$ cat config.mk
export PLATFORM = sky130hd
export DESIGN_NAME = dm_ftl_ctrl
export DESIGN_NICKNAME = d
export VERILOG_FILES = /design/src/rtl/dm_ftl_ctrl.sv
export SDC_FILE = /design/constraint.sdc
export NUM_CORES = 1
export LEC_CHECK = 0
export BUFFER_PORTS_ARGS = -buffer_cell sky130_fd_sc_hd__buf_2
export CORE_MARGIN = 5
export CORE_UTILIZATION = 52
export CTS_BUF_LIST = sky130_fd_sc_hd__clkbuf_2
export CTS_CLUSTER_SIZE = 24
export DETAILED_ROUTE_END_ITERATION = 8
export GPL_TIMING_DRIVEN = 0
export HOLD_SLACK_MARGIN = 0.15
export PLACE_DENSITY = 0.81
export SYNTH_ARGS = -nofsm -noshare
export SYNTH_HDL_FRONTEND = slang
export SYNTH_SLANG_ARGS = --single-unit
$ cat constraint.sdc
create_clock -name clk -period 2 [get_ports clk]
set_clock_uncertainty 0.2 [all_clocks]
set_input_delay 0.4 -clock clk [delete_from_list [all_inputs] [get_ports clk]]
set_output_delay 0.4 -clock clk [all_outputs]
set_load 0.05 [all_outputs]
$ cat src/rtl/dm_ftl_ctrl.sv
module dm_ftl_ctrl #(
  parameter int PAGES_PER_BLK = 4,
  parameter int NUM_BLOCKS    = 8,
  parameter int DATA_W        = 16,
  localparam int OFF_W = $clog2(PAGES_PER_BLK),
  localparam int BLK_W = $clog2(NUM_BLOCKS),
  localparam int AW    = OFF_W + BLK_W
) (
  input  logic              clk,
  input  logic              rst_n,
  input  logic              req_valid,
  output logic              req_ready,
  input  logic              req_write,
  input  logic [AW-1:0]     req_page,
  input  logic [DATA_W-1:0] req_wdata,
  output logic              resp_valid,
  output logic [DATA_W-1:0] resp_rdata,
  output logic              fl_cmd_valid,
  output logic [1:0]        fl_cmd_op,
  output logic [AW-1:0]     fl_addr,
  output logic [DATA_W-1:0] fl_wdata,
  input  logic              fl_done,
  input  logic [DATA_W-1:0] fl_rdata,
  output logic [31:0]       host_wr_count,
  output logic [31:0]       prog_count
);
  localparam logic [1:0] OP_READ = 2'd0, OP_PROG = 2'd1, OP_ERASE = 2'd2;

  typedef enum logic [1:0] {S_IDLE, S_ISSUE, S_WAIT} st_t;
  typedef enum logic [1:0] {P_READ, P_BUF, P_ERASE, P_PROG} ph_t;

  st_t               st;
  ph_t               ph;
  logic [OFF_W-1:0]  idx;
  logic [AW-1:0]     page_q;
  logic [DATA_W-1:0] data_q;
  logic [DATA_W-1:0] blk_buf [PAGES_PER_BLK];

  wire last = (idx == OFF_W'(PAGES_PER_BLK - 1));

  assign req_ready    = (st == S_IDLE);
  assign fl_cmd_valid = (st == S_ISSUE);
  assign fl_cmd_op    = (ph == P_PROG) ? OP_PROG : (ph == P_ERASE) ? OP_ERASE : OP_READ;
  assign fl_addr      = (ph == P_READ) ? page_q : {page_q[AW-1:OFF_W], idx};
  assign fl_wdata     = (idx == page_q[OFF_W-1:0]) ? data_q : blk_buf[idx];

  always_ff @(posedge clk)
    if (st == S_WAIT && fl_done && ph == P_BUF)
      blk_buf[idx] <= fl_rdata;

  always_ff @(posedge clk) begin
    if (!rst_n) begin
      st            <= S_IDLE;
      ph            <= P_READ;
      idx           <= '0;
      page_q        <= '0;
      data_q        <= '0;
      resp_valid    <= 1'b0;
      resp_rdata    <= '0;
      host_wr_count <= '0;
      prog_count    <= '0;
    end else begin
      resp_valid <= 1'b0;
      case (st)
        S_IDLE:
          if (req_valid) begin
            page_q <= req_page;
            data_q <= req_wdata;
            idx    <= '0;
            ph     <= req_write ? P_BUF : P_READ;
            st     <= S_ISSUE;
            if (req_write) host_wr_count <= host_wr_count + 32'd1;
          end
        S_ISSUE: st <= S_WAIT;
        default:
          if (fl_done) begin
            st <= S_ISSUE;
            case (ph)
              P_READ: begin
                resp_rdata <= fl_rdata;
                resp_valid <= 1'b1;
                st         <= S_IDLE;
              end
              P_BUF:
                if (last) begin
                  ph  <= P_ERASE;
                  idx <= '0;
                end else idx <= idx + 1'b1;
              P_ERASE: ph <= P_PROG;
              default: begin
                prog_count <= prog_count + 32'd1;
                if (last) begin
                  resp_valid <= 1'b1;
                  st         <= S_IDLE;
                end else idx <= idx + 1'b1;
              end
            endcase
          end
      endcase
    end
  end
endmodule

==> results of run 1 <==
how the worst max path moves through the flow:
stage                         start  cells past startpoint        endpoint  slack [ns]
after floorplan           flip-flop                      4    fl_wdata[10]       -0.02
after global placement        st[1]                      4  blk_buf[0][10]       -0.45
after detailed placement      st[1]                      4   blk_buf[0][8]       -0.50
after CTS                 flip-flop                      5    fl_wdata[12]        -1.0
after global routing      flip-flop                      5    fl_wdata[13]       -1.09
final                     flip-flop                      5    fl_wdata[13]       -1.03
Yosys cell counts (6+ instances only):
master,n
nor2b_1,11
buf_4,6
mux2_2,16
xnor2_1,39
nand3_1,26
a21boi_0,41
o21ai_0,11
edfxtp_1,64
mux4_2,16
mux2i_1,8
ha_1,12
nand4_1,23
inv_1,11
nand2_1,109
nor2_1,10
and3_1,9
xor2_1,13
dfxtp_1,110
and4_1,7
and2_1,51
clkbuf_1,25
routing by layer:
metal / share of wire (%) / vias up
li1: - / 3034
met1: 34 / 3529
met2: 50 / 609
met3: 9.4 / 214
met4: 7.0 / 0
met5: 0 / -
through the flow:
step                cells  total power [mW]  worst slack (ns)  TNS, ns
detailed placement    996             4.618           -0.5044   -56.36
global route         1202             7.539            -1.095   -31.63
floorplan             667             4.385          -0.01540  -0.1747
CTS                  1162             7.104           -0.9952   -18.43
global placement      996             4.600           -0.4463   -49.83
finish               1202             7.360            -1.031   -26.47
area by class of cell:
type,count,area (sq um),share of cell area (%)
clock buffer,18,90.09,0.7485
inverter,11,43.79,0.3639
sequential,174,4364,36.26
buffer,28,188.9,1.570
timing repair buffer,321,3176,26.39
clock inverter,14,215.2,1.788
tap,184,230.2,1.913
multi-input combinational,452,3727,30.97
cells by family (layout without fill, tap and decap cells):
logic type	after synthesis	count (layout)	synth area share [%]
simple gates	279	283	20.15
flops	174	174	54.71
compound gates	65	65	6.208
xor+xnor	52	52	6.042
buf+inv	45	392	2.672
mux	40	40	8.232
fa+ha+maj	12	12	1.992
report_power, final:
part	switching, mW	leakage (nW)	internal [mW]
sequential	0.0609	1.53	3.67
clock	1.45	0.181	0.888
combinational	0.715	3.22	0.573
total	2.23	4.92	5.13
worst max-delay path, stage by stage (launching register included):
cell and delay, ns:
dfxtp_2 0.40, buf_12 0.12, buf_12 0.13, mux4_2 0.53, mux2_4 0.31, buf_6 0.16
registers in the layout (all words and copies together) (netlist names), named ones only:
| name | count |
|---|---|
| blk_buf | 64 |
| data_q | 16 |
| host_wr_count | 32 |
| idx | 2 |
| page_q | 5 |
| ph | 2 |
| prog_count | 32 |
| resp_rdata | 16 |
| resp_valid | 1 |
| st | 2 |
what timing repair did:
item,CTS,global route
endpoints found under the setup margin,244,239
setup buffers,72,37
cloned,1,4
resized for setup,351,135
pin swaps,25,53
hold buffers,66,1
endpoints found under the hold margin,132,1
==> results by group, run 1 <==
Run status
  – Run status: complete, but fails checks
  – Failing checks: negative setup slack

Synth
  – Fraction of synthesized cell area taken by the top area cell type: 29.21%
  – Primary FF master, synth: dfxtp_1
  – Synthesized netlist net count: 721
  – Synth area leaders: dfxtp_1 29%, edfxtp_1 25%, nand2_1 5.4%
  – Ys Warns: 0
  – Mapped Avg Cell Area: 11.30 sq um
  – Async S/R FF share, synth: 0%
  – Cell Area, Synth: 7538 sq um
  – Number of instances in the synthesized netlist: 667
  – Synth Register Bits: 174
  – EDFF count, synth: 64
  – Unique masters post-synth: 46
  – Sequential fraction of the synthesis area: 54.71%
  – Area leader, netlist: dfxtp_1

Timing
  – Final setup margin: -1.031 ns
  – Count of endpoints failing hold in the final timing report: 0
  – Final setup violation count: 94
  – Relative max-transition margin: 47.54%
  – Transition time of the tightest slew-check pin: 0.7869 ns
  – Tmin final: 3.031 ns
  – RSZ-0062 raised after global routing: true
  – Final Cycle Share: 151.6%
  – Worst hold slack across all endpoints: 0.1780 ns
  – Count of pins over their slew limit: 0
  – Maximum clock frequency: 0.3299 GHz

Drt
  – Vias: 7386
  – Number of search-and-repair iterations in the first detailed-routing pass: 7
  – Antenna viol nets, final: 0
  – Initial DRC count: 655
  – Average via count per standard cell: 6.145
  – Total Routed Length: 30650 um
  – Final routed wire length divided by cell count: 25.50 um
  – Post-route DRC violation count: 0

Worst setup path
  – Terminus of the critical flop-to-flop path: host_wr_count[30]
  – Slack of the worst reg-to-reg path: -0.39 ns
  – Worst-path fanout max: 5
  – Worst setup path category: reg -> out
  – Worst EP arrival: 2.43 ns
  – Worst Reg-to-Reg Cells: 5
  – Launching element type of the critical path: flip-flop
  – Kind of end point of the critical path: primary output
  – Reg-to-reg critical path startpoint: host_wr_count[21]
  – Data required time at the worst endpoint: 1.40 ns

Finish
  – Layout cells sized above 1: 48.62%
  – Leading cell type in the layout, fill and taps excluded: nand2_1
  – Fill cell total of the finished layout: 615
  – Number of antenna repair diodes: 0
  – Core utilization of the finished layout: 83.76%
  – Most frequent cells in the layout: 101 x nand2_1, 92 x buf_4, 69 x buf_6
  – Layout Cell Area excl Fill: 12040 sq um
  – Growth of design area from synthesis to finish: 59.65%
  – Net count reported at finish: 1059

Die
  – Area of the core: 14370 sq um
  – Horizontal extent of the die: 130.4 um
  – Die Y: 130.4 um
  – Die Outline Area: 17010 sq um
  – Top-level port count: 148
  – Row Count: 44
  – Initial cell density of the core: 52.46%

Global routing
  – Number of antenna violations at the first check in global routing: 0
  – Global routing usage summed across all routing layers: 29.40%
  – Global-route track usage on met3: 7.276%
  – Pin count of the biggest net entering global routing: 18
  – Global route total overflow: 0
  – Most Used Layer, Global Route: met2
  – Met1 layer usage reported by global route: 33.84%
  – Vias in the first global route: 6999
  – Global Route met2 Usage: 51.69%
  – Wire length of the first global-routing pass: 38050 um

CTS
  – Clock root cell: clkbuf_2
  – Clock buffer count from CTS: 17
  – CTS sink cnt: 174
  – TritonCTS clock tree: yes
  – Clock insertion delay at the later pin of the skew report: 0.82 ns
  – Longest Clk Path Bufs: 2
  – Clock transition at path regs: 0.30 ns
  – Depth of the CTS H-tree: 4

Min path
  – Number of cells traversed by the worst hold path: 4
  – Hold_sp: req_wdata[13]
  – Sink of the worst hold path: data_q[13]
  – Class of the worst hold path: in -> reg

Power
  – Static leakage power: 4.924 nW
  – Worst-case vdd ir drop: 0.3558 mV
  – Pwr/cell area: 611.6 nW/um^2

Job
  – Max-Cap Viols: 0

Placed design
  – Post-detailed-placement half-perimeter wirelength: 12670 um
  – Port Buf Inserts: 145
  – Placed Instance Area: 8666 sq um
  – Final estimated routing congestion in global placement: 0.8014
Note: power is estimated with default switching activity, not from simulation.
==> inputs of run 2 (changes only) <==
--- a/config.mk
+++ b/config.mk
@@ -6,7 +6,6 @@
 export NUM_CORES = 1
 export LEC_CHECK = 0
 export BUFFER_PORTS_ARGS = -buffer_cell sky130_fd_sc_hd__buf_2
-export CORE_MARGIN = 5
 export CORE_UTILIZATION = 52
 export CTS_BUF_LIST = sky130_fd_sc_hd__clkbuf_2
 export CTS_CLUSTER_SIZE = 24
@@ -14,6 +13,7 @@
 export GPL_TIMING_DRIVEN = 0
 export HOLD_SLACK_MARGIN = 0.15
 export PLACE_DENSITY = 0.81
+export SETUP_SLACK_MARGIN = 0.15
 export SYNTH_ARGS = -nofsm -noshare
 export SYNTH_HDL_FRONTEND = slang
 export SYNTH_SLANG_ARGS = --single-unit
==> run 2 against run 1 <==
Compared with the run above:
- the run still ends with negative setup slack left
- register-to-register slack worse by 0.74 ns
- cell area increased by 9.6%
- core utilization increased by 10 points
- combinational power grew 24%
- sequential share of layout area down 3.1 points
- sequential cell count stayed put
- die area shrank 12%
- via count up 19%
- first-iteration DRC count rose to 2.9 times the previous value
- final cell count rose by 3.5%
- power up 4.4%
- critical path type unchanged
- critical endpoint is now fl_wdata[11]
- highest routed layer is now met5
==> results by group, run 2 (same netlist as run 1, synthesis figures left out) <==
Run status
  – Run status: complete, but fails checks
  – Failing checks: negative setup slack

Job
  – Max-Cap Viols: 0

Worst setup path
  – Bufs and invs on worst path: 3
  – Terminus of the critical flop-to-flop path: host_wr_count[29]
  – Launching element type of the critical path: flip-flop
  – Kind of end point of the critical path: primary output
  – Cell chain of the critical path: clkbuf_2 -> buf_4 -> mux4_2 -> mux2_4 -> buf_6
  – Biggest cell delay along the critical path: 0.40 ns
  – Worst setup path category: reg -> out
  – Slack of the worst reg-to-reg path: -1.13 ns
  – Worst Reg-to-Reg Cells: 6
  – Slowest cell on crit path: dfxtp_1
  – Reg-to-reg critical path startpoint: host_wr_count[6]
  – Critical path's top delay family: buffers and inverters
  – Data required time at the worst endpoint: 1.40 ns
  – Worst EP arrival: 2.72 ns
  – Worst-path fanout max: 10

Drt
  – Vias: 8774
  – Number of search-and-repair iterations in the first detailed-routing pass: 6
  – Antenna viol nets, final: 0
  – Initial DRC count: 1918
  – Average via count per standard cell: 7.053
  – Post-route DRC violation count: 0
  – Total Routed Length: 42120 um
  – Final routed wire length divided by cell count: 33.86 um

Min path
  – Hold_sp: fl_rdata[8]
  – Class of the worst hold path: in -> reg
  – Sink of the worst hold path: blk_buf[3][8]
  – Number of cells traversed by the worst hold path: 2

Power
  – Share of power burned in the clock network: 30.6%
  – Switching power summed over all nets: 2.511 mW
  – Comb power frac: 20.8%
  – Sw frac: 32.66%
  – Sequential power share: 48.6%
  – Worst-case vdd ir drop: 0.4001 mV
  – Static leakage power: 5.469 nW
  – Internal power: 5.176 mW
  – Pwr/cell area: 583.0 nW/um^2

Placed design
  – Final estimated routing congestion in global placement: 0.8672
  – Instance count after placement with tap cells included: 992
  – Port Buf Inserts: 145
  – Post-detailed-placement half-perimeter wirelength: 12980 um

Global routing
  – Global routing usage summed across all routing layers: 38.92%
  – Pin count of the biggest net entering global routing: 17
  – Met1 layer usage reported by global route: 41.75%
  – Wire length of the first global-routing pass: 42260 um
  – Global Route met2 Usage: 65.38%
  – Global-route track usage on met3: 11.52%
  – Global route total overflow: 0
  – Vias in the first global route: 7592
  – Number of antenna violations at the first check in global routing: 7
  – Most Used Layer, Global Route: met2

Die
  – Die Y: 122.4 um
  – Die Outline Area: 14980 sq um
  – Horizontal extent of the die: 122.4 um
  – Area of the core: 13990 sq um
  – Initial cell density of the core: 53.89%
  – Row Count: 43
  – Top-level port count: 148

CTS
  – Clock root cell: clkbuf_2
  – Longest Clk Path Bufs: 2
  – TritonCTS clock tree: yes
  – Clock buffer count from CTS: 17
  – Clock insertion delay at the later pin of the skew report: 0.94 ns
  – Depth of the CTS H-tree: 4
  – Clock transition at path regs: 0.31 ns
  – CTS sink cnt: 174

Timing
  – Count of endpoints failing hold in the final timing report: 0
  – Final setup margin: -1.323 ns
  – Maximum clock frequency: 0.3009 GHz
  – Count of pins over their slew limit: 0
  – Final Cycle Share: 166.2%
  – Tmin final: 3.323 ns
  – Relative max-transition margin: 29.35%
  – Transition time of the tightest slew-check pin: 1.060 ns
  – RSZ-0062 raised after global routing: true
  – Final setup violation count: 254
  – Setup TNS: -67.50 ns

Finish
  – Largest register by flop count: blk_buf
  – Layout cells sized above 1: 58.17%
  – Non-filler instance count after layout: 1244
  – Net count reported at finish: 1100
  – Max reg flops: 64
  – Core utilization of the finished layout: 94.26%
  – Registers with the highest flip-flop counts: blk_buf (64), host_wr_count (32), prog_count (32)
  – Most frequent cells in the layout: 101 x buf_4, 97 x buf_8, 71 x buf_6
  – Growth of design area from synthesis to finish: 74.90%
  – Leading cell type in the layout, fill and taps excluded: buf_4
[run 2: cell types whose count changed in the layout (fill, tap and decap cells not counted), moves of 16 or more]
cell | before | now
a21boi_2 | 0 | 16
buf_8 | 57 | 97
nand2_4 | 4 | 22
nand2_1 | 101 | 69
a21boi_0 | 41 | 11
[run 2: how the worst max path moves through the flow]
| stage | cells past startpoint | to | startpoint | slack, ns |
|---|---|---|---|---|
| finish | 5 | fl_wdata[11] | flip-flop | -1.32 |
| global route | 5 | fl_wdata[1] | flip-flop | -1.34 |
| CTS | 6 | fl_wdata[12] | flip-flop | -1.06 |
| detailed placement | 5 | fl_wdata[11] | idx[0] | -0.45 |
| global placement | 5 | fl_wdata[12] | flip-flop | -0.40 |
| floorplan | 4 | fl_wdata[10] | flip-flop | -0.02 |
[run 2: power groups by stage]
stage,sequential [mW],clock [mW],combinational [mW]
final,3.74,2.35,1.60
after global routing,3.74,2.43,1.62
after floorplan,3.85,0,0.530
after global placement,3.80,0,0.773
after CTS,3.72,2.07,1.14
after detailed placement,3.81,0,0.796
[run 2: what timing repair did]
action | 4_1_cts | 5_1_grt
pin swaps | 58 | 101
cloned | 4 | 3
setup buffers | 110 | 45
hold buffers | 45 | 8
gates resized for setup | 453 | 224
endpoints found under the setup margin | 264 | 272
hold endpoints to repair | 136 | 11
[run 2: through the flow]
step	area, sq um	total power [mW]	hold slack (ns)	setup WS, ns
final	13190	7.688	0.05072	-1.323
after global routing	13180	7.788	0.05318	-1.337
after CTS	11930	6.932	0.1546	-1.063
after detailed placement	8815	4.605	0.2586	-0.4468
after global placement	8815	4.575	0.2483	-0.3976
after floorplan	7864	4.375	0.2410	-0.01540
[run 2: layout make-up]
type | count | area (sq um)
fillers | 331 | 803.3
multi-input cells | 451 | 4144
clock inverters | 15 | 195.2
plain buffers | 34 | 280.3
clock buffers | 17 | 85.08
repair buffers | 357 | 3826
well taps | 180 | 225.2
inverters | 11 | 46.29
diodes | 5 | 12.51
flip-flops and latches | 174 | 4370
[run 2: metal layers]
metal / part of all wire (%) / wire length (um)
met1: 30 / 12430
met2: 43 / 18250
met3: 15 / 6390
met4: 12 / 4950
met5: 0.24 / 99
==> inputs of run 3 (changes only) <==
--- a/config.mk
+++ b/config.mk
@@ -17,3 +17,4 @@
 export SYNTH_ARGS = -nofsm -noshare
 export SYNTH_HDL_FRONTEND = slang
 export SYNTH_SLANG_ARGS = --single-unit
+export TNS_END_PERCENT = 1
==> run 3 against run 2 <==
Compared with the run above:
- the flow still finishes with violations (negative setup slack)
- first-iteration DRC count decreased by 75%
- core utilization is 17 points lower
- non-clock buffer count shrank 157
- cell area is 18% lower
- sequential cell count unchanged
- via count decreased by 30%
- critical path type unchanged
- largest power group unchanged
==> results by group, run 3 (same netlist as run 1, synthesis figures left out) <==
Run status
  – Run status: complete, but fails checks
  – Failing checks: negative setup slack

CTS
  – CTS sink cnt: 174
  – Longest Clk Path Bufs: 2
  – Depth of the CTS H-tree: 4
  – Clock insertion delay at the later pin of the skew report: 0.73 ns
  – Clock root cell: clkbuf_2
  – TritonCTS clock tree: yes
  – Clock transition at path regs: 0.32 ns
  – Clock buffer count from CTS: 17

Drt
  – Antenna viol nets, final: 0
  – Total Routed Length: 21720 um
  – Final routed wire length divided by cell count: 20.11 um
  – Initial DRC count: 485
  – Post-route DRC violation count: 0
  – Vias: 6117
  – Routed wire length on met2: 11090 um
  – Routed met1 length: 8459 um
  – Met3 wirelength from detailed routing: 1509 um
  – Number of search-and-repair iterations in the first detailed-routing pass: 5
  – Average via count per standard cell: 5.664
  – Highest Signal Layer: met4

Worst setup path
  – Worst-path fanout max: 6
  – Slack of the worst reg-to-reg path: -0.28 ns
  – Launching element type of the critical path: flip-flop
  – Data required time at the worst endpoint: 1.40 ns
  – Worst EP arrival: 2.38 ns
  – Kind of end point of the critical path: primary output
  – Terminus of the critical flop-to-flop path: prog_count[30]
  – Reg-to-reg critical path startpoint: ph[0]
  – Worst setup path category: reg -> out
  – Worst Reg-to-Reg Cells: 6

Timing
  – Final setup margin: -0.9842 ns
  – Final setup violation count: 50
  – Count of pins over their slew limit: 0
  – Count of endpoints failing hold in the final timing report: 0
  – Maximum clock frequency: 0.3351 GHz
  – Final Cycle Share: 149.2%
  – Tmin final: 2.984 ns
  – Transition time of the tightest slew-check pin: 0.7008 ns
  – Setup TNS: -20.32 ns
  – Relative max-transition margin: 53.28%
  – RSZ-0062 raised after global routing: true

Global routing
  – Number of antenna violations at the first check in global routing: 1
  – Vias in the first global route: 5990
  – Pin count of the biggest net entering global routing: 18
  – Global routing usage summed across all routing layers: 28.35%
  – Wire length of the first global-routing pass: 31640 um
  – Global route total overflow: 0

Min path
  – Hold_sp: fl_rdata[4]
  – Class of the worst hold path: in -> reg
  – Number of cells traversed by the worst hold path: 2
  – Sink of the worst hold path: blk_buf[0][4]

Finish
  – Leading cell type in the layout, fill and taps excluded: nand2_1
  – Growth of design area from synthesis to finish: 43.73%
  – Largest register by flop count: blk_buf
  – Non-filler instance count after layout: 1080
  – Core utilization of the finished layout: 77.46%
  – Registers with the highest flip-flop counts: blk_buf (64), host_wr_count (32), prog_count (32)
  – Net count reported at finish: 940
  – Most frequent cells in the layout: 105 x nand2_1, 83 x buf_8, 64 x edfxtp_1, 64 x dfxtp_4, 49 x dlygate4sd3_1
  – Layout cells sized above 1: 39.71%
  – Max reg flops: 64
  – Layout Cell Area excl Fill: 10840 sq um

Placed design
  – Placed Instance Area: 8646 sq um
  – Post-detailed-placement half-perimeter wirelength: 11950 um
  – Worst setup slack before clock tree synthesis: -0.4562 ns
  – Instance count after placement with tap cells included: 992
  – Final estimated routing congestion in global placement: 0.8184
  – Port Buf Inserts: 145

Job
  – Max-Cap Viols: 0

Die
  – Horizontal extent of the die: 122.4 um
  – Die Y: 122.4 um
  – Die Outline Area: 14980 sq um
  – Top-level port count: 148
  – Row Count: 43
  – Area of the core: 13990 sq um
  – Initial cell density of the core: 53.89%

Power
  – Pwr/cell area: 625.9 nW/um^2
  – Worst-case vdd ir drop: 0.4350 mV
  – Static leakage power: 4.142 nW
## run 3: cell count changes in the layout (fill, tap and decap cells not counted), sizes merged
cell / previous run / this run
clkbuf: 35 / 42
buf: 320 / 160
bufinv: 4 / 3
and2: 54 / 51
dlygate4sd3: 53 / 49
diode: 5 / 1
clkinvlp: 5 / 1
dlymetal6s4s: 0 / 1
clkinv: 5 / 3
inv: 12 / 18
## run 3: worst max-delay path, cell delays in order, from the launching register on
cell and delay (ns):
dfxtp_2 0.40, buf_12 0.13, buf_12 0.13, mux4_2 0.50, mux2_4 0.30, buf_6 0.16
## run 3: routing by layer
metal | GRT usage (%) | vias to the layer above
met4 | 12.12 | 0
met5 | 0 | -
li1 | - | 2789
met3 | 7.342 | 58
met1 | 33.71 | 2986
met2 | 48.38 | 284
## run 3: worst max path at each step
stage	startpoint	endpoint	slack, ns	cells past startpoint
floorplan	ph[0]	fl_addr[0]	-0.04	3
global placement	idx[0]	fl_wdata[13]	-0.44	5
detailed placement	st[1]	blk_buf[0][10]	-0.46	4
CTS	flip-flop	fl_wdata[13]	-0.98	5
global route	flip-flop	fl_wdata[13]	-1.12	5
finish	flip-flop	fl_wdata[13]	-0.98	5
## run 3: final cells by class
type	count	area, sq um
sequential	174	4397
tap	180	225.2
antenna	1	2.502
buffer	34	239.0
timing repair buffer	200	2257
clock buffer	18	90.09
clock inverter	14	178.9
fill	770	3153
inverter	11	41.29
multi-input combinational	448	3405
## run 3: through the flow
| step | power [mW] | hold slack, ns |
|---|---|---|
| final | 6.782 | 0.2053 |
| after global routing | 6.998 | 0.1451 |
| after CTS | 6.715 | 0.1575 |
| after detailed placement | 4.604 | 0.2574 |
| after global placement | 4.594 | 0.2481 |
| after floorplan | 4.385 | 0.2410 |
## run 3: where the power goes
group          switching [mW]  total, mW  internal (mW)
combinational           0.601       1.04          0.436
sequential             0.0528       3.70           3.65
clock                    1.31       2.04          0.734
total                    1.96       6.78           4.82
## run 3: timing repair
action | in CTS | in global routing
gates resized for setup | 392 | 61
hold buffers | 44 | 6
endpoints found under the setup margin | 256 | 256
gates cloned | 1 | 0
pin swaps | 16 | 22
setup buffers | 4 | 0
hold endpoints to repair | 133 | 13
